$ cat config.mk
export PLATFORM = sky130hd
export DESIGN_NAME = cicdec_top
export DESIGN_NICKNAME = d
export VERILOG_FILES = /design/src/rtl/cic_pkg.sv /design/src/rtl/cic_integ_chain.sv /design/src/rtl/cic_dec_ctr.sv /design/src/rtl/cic_comb_chain.sv /design/src/rtl/cic_scale.sv /design/src/rtl/cicdec_top.sv
export SDC_FILE = /design/constraint.sdc
export NUM_CORES = 2
export LEC_CHECK = 0
export ABC_AREA = 1
export BUFFER_PORTS_ARGS = -buffer_cell sky130_fd_sc_hd__buf_2
export CAP_MARGIN = 25
export CORE_ASPECT_RATIO = 1.1
export CORE_MARGIN = 4
export CORE_UTILIZATION = 29
export DETAILED_ROUTE_END_ITERATION = 16
export SYNTH_ARGS = -nofsm -noshare
export SYNTH_HDL_FRONTEND = slang
export SYNTH_SLANG_ARGS = --single-unit
export TNS_END_PERCENT = 20
$ cat constraint.sdc
create_clock -name clk -period 9.6 [get_ports clk]
set_input_delay 0.96 -clock clk [delete_from_list [all_inputs] [get_ports clk]]
set_output_delay 0.96 -clock clk [all_outputs]
set_load 0.01 [all_outputs]
$ cat src/rtl/cic_pkg.sv
package cic_pkg;
  // Default geometry of the decimator
  localparam int unsigned CIC_IN_W   = 14;
  localparam int unsigned CIC_ACC_W  = 64;
  localparam int unsigned CIC_STAGES = 6;
  localparam int unsigned CIC_RATIO  = 125;
  // Gain removal: multiply then arithmetic right shift, approximating 2^SHIFT / RATIO^STAGES
  localparam int unsigned CIC_NORM_MUL   = 302231;
  localparam int unsigned CIC_NORM_SHIFT = 60;
endpackage

$ cat src/rtl/cic_integ_chain.sv
module cic_integ_chain #(
  parameter int unsigned IN_W  = 14,
  parameter int unsigned ACC_W = 64,
  parameter int unsigned N     = 6
) (
  input  logic             clk,
  input  logic             rst_n,
  input  logic             run,
  input  logic [IN_W-1:0]  din,
  output logic [ACC_W-1:0] acc_out
);
  localparam int unsigned EXT_W = ACC_W - IN_W;

  logic [ACC_W-1:0] tap [N+1];

  assign tap[0]  = {{EXT_W{din[IN_W-1]}}, din};
  assign acc_out = tap[N];

  for (genvar g = 0; g < N; g++) begin : g_stage
    logic [ACC_W-1:0] acc_r;
    // modulo-2^ACC_W accumulation; wrap is undone by the combs
    always_ff @(posedge clk or negedge rst_n) begin
      if (!rst_n)      acc_r <= '0;
      else if (!run)   acc_r <= '0;
      else             acc_r <= acc_r + tap[g];
    end
    assign tap[g+1] = acc_r;
  end
endmodule

$ cat src/rtl/cic_dec_ctr.sv
module cic_dec_ctr #(
  parameter int unsigned R = 125
) (
  input  logic clk,
  input  logic rst_n,
  input  logic run,
  output logic stb
);
  localparam int unsigned CW = (R > 1) ? $clog2(R) : 1;
  localparam logic [CW-1:0] LAST = CW'(R - 1);

  logic [CW-1:0] phase;

  assign stb = run && (phase == LAST);

  always_ff @(posedge clk or negedge rst_n) begin
    if (!rst_n)          phase <= '0;
    else if (!run || stb) phase <= '0;
    else                 phase <= phase + 1'b1;
  end
endmodule

$ cat src/rtl/cic_comb_chain.sv
module cic_comb_chain #(
  parameter int unsigned ACC_W = 64,
  parameter int unsigned N     = 6
) (
  input  logic             clk,
  input  logic             rst_n,
  input  logic             run,
  input  logic             stb,
  input  logic [ACC_W-1:0] acc_in,
  output logic [ACC_W-1:0] comb_q,
  output logic             comb_vld
);
  logic [ACC_W-1:0] diff [N+1];

  assign diff[0] = acc_in;

  for (genvar g = 0; g < N; g++) begin : g_stage
    logic [ACC_W-1:0] dly_r;
    always_ff @(posedge clk or negedge rst_n) begin
      if (!rst_n)          dly_r <= '0;
      else if (!run)       dly_r <= '0;
      else if (stb)        dly_r <= diff[g];
    end
    assign diff[g+1] = diff[g] - dly_r;
  end

  always_ff @(posedge clk or negedge rst_n) begin
    if (!rst_n) begin
      comb_q   <= '0;
      comb_vld <= 1'b0;
    end else if (!run) begin
      comb_q   <= '0;
      comb_vld <= 1'b0;
    end else begin
      comb_vld <= stb;
      if (stb) comb_q <= diff[N];
    end
  end
endmodule

$ cat src/rtl/cic_scale.sv
module cic_scale #(
  parameter int unsigned ACC_W = 64,
  parameter int unsigned OUT_W = 14,
  parameter int unsigned MUL   = 302231,
  parameter int unsigned SHIFT = 60
) (
  input  logic [ACC_W-1:0] v,
  output logic [OUT_W-1:0] y
);
  localparam int unsigned MUL_W = $clog2(MUL + 1) + 1;
  localparam int unsigned PW    = ACC_W + MUL_W;
  localparam logic signed [MUL_W-1:0] MUL_C = MUL_W'(MUL);

  // floor((v * MUL) / 2^SHIFT), clipped to the signed OUT_W range
  function automatic logic [OUT_W-1:0] norm_sat(input logic [ACC_W-1:0] a);
    logic signed [PW-1:0] prod;
    logic signed [PW-1:0] shf;
    prod = PW'($signed(a)) * PW'(MUL_C);
    shf  = prod >>> SHIFT;
    if ((&shf[PW-1:OUT_W-1]) || !(|shf[PW-1:OUT_W-1]))
      return shf[OUT_W-1:0];
    else if (shf[PW-1])
      return {1'b1, {(OUT_W-1){1'b0}}};
    else
      return {1'b0, {(OUT_W-1){1'b1}}};
  endfunction

  assign y = norm_sat(v);
endmodule

$ cat src/rtl/cicdec_top.sv
module cicdec_top #(
  parameter int unsigned IN_W       = cic_pkg::CIC_IN_W,
  parameter int unsigned ACC_W      = cic_pkg::CIC_ACC_W,
  parameter int unsigned STAGES     = cic_pkg::CIC_STAGES,
  parameter int unsigned RATIO      = cic_pkg::CIC_RATIO,
  parameter int unsigned NORM_MUL   = cic_pkg::CIC_NORM_MUL,
  parameter int unsigned NORM_SHIFT = cic_pkg::CIC_NORM_SHIFT
) (
  input  logic                   clk,
  input  logic                   rst_n,
  input  logic                   cic_en,
  input  logic signed [IN_W-1:0] din,
  output logic signed [IN_W-1:0] dout,
  output logic                   dout_vld
);
  // named internal events, observed by the bound checker
  logic             dec_stb;
  logic [ACC_W-1:0] integ_out;
  logic [ACC_W-1:0] comb_q;
  logic             comb_vld;
  logic [IN_W-1:0]  scaled;

  cic_integ_chain #(.IN_W(IN_W), .ACC_W(ACC_W), .N(STAGES)) u_integ (
    .clk(clk), .rst_n(rst_n), .run(cic_en), .din(din), .acc_out(integ_out)
  );

  cic_dec_ctr #(.R(RATIO)) u_ctr (
    .clk(clk), .rst_n(rst_n), .run(cic_en), .stb(dec_stb)
  );

  cic_comb_chain #(.ACC_W(ACC_W), .N(STAGES)) u_comb (
    .clk(clk), .rst_n(rst_n), .run(cic_en), .stb(dec_stb),
    .acc_in(integ_out), .comb_q(comb_q), .comb_vld(comb_vld)
  );

  cic_scale #(.ACC_W(ACC_W), .OUT_W(IN_W), .MUL(NORM_MUL), .SHIFT(NORM_SHIFT)) u_scale (
    .v(comb_q), .y(scaled)
  );

  always_ff @(posedge clk or negedge rst_n) begin
    if (!rst_n) begin
      dout     <= '0;
      dout_vld <= 1'b0;
    end else if (!cic_en) begin
      dout     <= din;
      dout_vld <= 1'b1;
    end else begin
      dout_vld <= comb_vld;
      if (comb_vld) dout <= $signed(scaled);
    end
  end
endmodule

==> impl_metrics.yaml <==
status:
  outcome: "finished with violations"
  failed_checks: "negative setup slack"
place:
  port_buffers: 31
  detailed_place.area_um2: 116200
  dpl.hpwl_um: 278700
  final_estimated_routing_congestion_in_global_placement: 0.9707
setup_path:
  cp_max_fo: 4
  crit_start: "u_comb.g_stage[0].dly_r[0]"
  startpoint_to_endpoint_class_of_the_critical_path: "register to register"
  cp-start-kind: "register"
  longest_individual_stage_delay_on_the_worst_path_ps: 400
  slowest_cell_on_the_critical_path: "sky130_fd_sc_hd__dfrtp_1"
  timing.critical_path.required_ps: 10180
  cp_common_cell: "sky130_fd_sc_hd__buf_4"
  critical_path_arrival_ps: 11000
  rr_startpoint: "u_comb.g_stage[0].dly_r[0]"
  crit_path_end_kind: "register"
  dominant_delay_contributor_by_cell_family_on_the_critical_path: "compound AO/OA/AOI/OAI gates"
  cp.buffers_inverters: 16
floorplan:
  initial_cell_density_of_the_core_pct: 29.15
  core_area_um2: 335700
  dieArea_um2: 346800
  design.portCount: 32
  die_width_um: 561.8
  num_rows: 223
  die_y_extent_um: 617.2
sta:
  slew_viol_final: 0
  worst_setup_slack_after_layout_ps: -820.3
  rsz_0062_raised_after_global_routing: "yes"
  fmax_ghz: 0.09597
  tns_ps: -14400
  finalWorstPathRequiredPeriod_ps: 10420
  setup_violations: 33
  worstMarginPinSlew_ps: 1042
  max-slew-margin-rel_pct: 28.72
  final_hold_violation_count: 0
  fin_skew_ps: 103.0
  fin_crit_sh_pct: 108.5
cells_and_area:
  count_of_antenna_diodes_in_the_layout: 0
  post_route_cells_drive_above_1_share_pct: 22.62
  syn2layout_area_growth_pct: 31.77
  fin_util_pct: 38.41
  final_design_area_no_fill_um2: 128900
  final_nets: 17086
min_path:
  hold_path.class: "primary input to async pin"
run:
  timing.max_cap.violations: 0
clocking:
  clk_transition_reported_paths_ps: 60
  cts_tree: "yes"
  clock_root_buffer: "sky130_fd_sc_hd__clkbuf_16"
  ctsHtreeMaxLevel: 3
  clock_path_buffers: 3
  cts-hold-fix-buffers: 0
  clock_latency_ps: 820
  number_of_sinks_handled_by_clock_tree_synthesis: 855
  number_of_buffers_inserted_during_clock_tree_synthesis: 112
synth:
  syn_area_per_cell_um2: 7.295
  synth-edff-count: 0
  synth_warnings: 0
  synth_async_sr_flop_share_pct: 100.0
  yosysUniqueCellTypes: 80
  cell_area_after_technology_mapping_um2: 97850
  synth_fp_nets: 15153
  synthCells: 13413
  ys_seq_area_share_pct: 21.87
  synth_flop_type: "sky130_fd_sc_hd__dfrtp_1"
  postSynthRegisterBits: 855
grt:
  grt_pass1_vias: 95350
  grt_start_max_net_pins: 163
  track_usage_pct: 18.98
  grt_overflow_total: 0
  first_pass_grt_wire_length_um: 530000
  antenna_found_initial: 1
drt:
  drt_pass_1_iters: 9
  routed_via_density: 4.798
  detailroute.via_count: 95687
  post-route-drc-count: 0
  routed_wire_length_per_instance_um: 17.07
  final_antenna_net_count: 0
  totalWireLength_um: 340500
  number_of_drc_violations_after_detailed_routing_iteration_0: 6213
==> timing repair <==
action / CTS / global route
setup endpoints to repair: 54 / 65
pin swaps: 193 / 352
resized for setup: 606 / 915
buffers inserted: 107 / 104
==> cells in the mapped netlist (all sizes together), types with 14 or more instances <==
cell	number	area [um^2]
inv	2852	10710
a21oi	1496	7776
o21bai	42	337.8
dfrtp	855	21400
a221oi	28	245.2
or2	24	150.1
a21boi	67	581.8
nand2	2075	7874
a211oi	17	127.6
xnor2	134	1174
nand4	58	362.9
nor3	102	525.5
o211ai	24	195.2
buf	14	80.07
ha	1201	15030
fa	522	10450
clkbuf	136	530.5
xor2	299	2626
o21a	120	900.9
nor2	1277	4821
nor3b	17	142.6
and2	28	177.7
nor4	53	331.6
o22ai	104	650.6
o21ai	1184	6222
o31ai	25	187.7
a31oi	262	1645
a21o	59	444.2
o221ai	31	271.5
nand3	223	1176
==> worst reg2reg max path, delay by kind of cell (launching register included) <==
kind,cells,cell delay [ps]
flip-flops,1,400
AO/OA/AOI/OAI,24,3550
adder cells (fa/ha/maj),7,1960
buffers and inverters,16,1980
AND/OR/NAND/NOR,19,1670
XOR/XNOR,4,750
==> stage by stage <==
stage | instances | hold WS [ps] | worst slack (ps)
CTS | 19842 | 118.1 | -1105
finish | 19944 | 135.3 | -820.3
detailed placement | 19527 | 464.7 | -1951
global route | 19944 | 158.6 | -1374
global placement | 19525 | 462.2 | -1975
floorplan | 13413 | 449.1 | -20.57
==> final timing paths <==
kind                       depth (start not counted)  slack [ps]                            to
max                                               70        -820             u_comb.comb_q[60]
min                                                1         140  u_integ.g_stage[2].acc_r[62]
max reg2reg                                       70        -820             u_comb.comb_q[60]
min reg2reg                                        2         470                      dout[10]
max in group asynchronous                          3        7300    u_comb.g_stage[4].dly_r[1]
min in group clk                                   2         470                      dout[10]
==> layout make-up <==
cell class / instances / area (um^2)
well taps: 4500 / 5630
clock buffers: 149 / 3112
multi-input cells: 9555 / 72080
flip-flops and latches: 855 / 21400
inverters: 2853 / 10730
fillers: 34783 / 206700
repair buffers: 1969 / 15020
clock inverters: 63 / 965.9
==> cells in the final DEF (no fill, tap or decap), types with 24 or more instances in the layout <==
cell type	count
sky130_fd_sc_hd__buf_4	1880
sky130_fd_sc_hd__nand2_2	143
sky130_fd_sc_hd__a31oi_2	27
sky130_fd_sc_hd__nor3_1	75
sky130_fd_sc_hd__o21ai_0	918
sky130_fd_sc_hd__dfrtp_1	854
sky130_fd_sc_hd__buf_6	46
sky130_fd_sc_hd__nor2_4	55
sky130_fd_sc_hd__o21bai_1	31
sky130_fd_sc_hd__o221ai_1	24
sky130_fd_sc_hd__nor4_1	40
sky130_fd_sc_hd__a21oi_1	1248
sky130_fd_sc_hd__a31oi_4	25
sky130_fd_sc_hd__a21oi_4	49
sky130_fd_sc_hd__buf_2	29
sky130_fd_sc_hd__nand3_2	30
sky130_fd_sc_hd__nand2_1	1909
sky130_fd_sc_hd__fa_1	521
sky130_fd_sc_hd__o22ai_1	103
sky130_fd_sc_hd__xnor2_1	82
sky130_fd_sc_hd__xnor2_2	42
sky130_fd_sc_hd__a31oi_1	210
sky130_fd_sc_hd__nand3_1	191
sky130_fd_sc_hd__nand4_1	58
sky130_fd_sc_hd__clkbuf_16	112
sky130_fd_sc_hd__ha_1	1068
sky130_fd_sc_hd__nor2_1	1110
sky130_fd_sc_hd__inv_1	2749
sky130_fd_sc_hd__o21ai_1	116
sky130_fd_sc_hd__o21ai_2	124
sky130_fd_sc_hd__o21a_1	117
sky130_fd_sc_hd__inv_2	96
sky130_fd_sc_hd__xor2_2	37
sky130_fd_sc_hd__xor2_1	239
sky130_fd_sc_hd__o21ai_4	26
sky130_fd_sc_hd__nor2_2	112
sky130_fd_sc_hd__a21oi_2	199
sky130_fd_sc_hd__a21o_1	58
sky130_fd_sc_hd__ha_4	123
==> cell families after synthesis <==
logic type	after synthesis	synth area share [%]
AOI/OAI and AO/OA	3522	20.60
adders and majority gates	1724	26.05
muxes	1	0.01023
buffers and inverters	3003	11.57
xor gates and xnor gates	433	3.883
DFF	855	21.87
and+or+nand+nor	3875	16.03
==> sequential cells by signal, indices dropped and copies added (netlist names) <==
signal / cells
u_comb.comb_vld: 1
u_integ.g_stage.acc_r: 320
u_ctr.phase: 7
u_comb.comb_q: 64
dout_vld: 1
u_integ.acc_out: 64
dout: 14
u_comb.g_stage.dly_r: 384
==> per-layer routing <==
metal / track usage [%] / wire length [um]
met4: 6.203 / 13020
met1: 24.21 / 147700
met2: 33.45 / 166600
met3: 1.881 / 13190
met5: 0 / 0
Power is not shown: default switching activity piles up to over one toggle a cycle in this logic, so the estimate is an artifact.
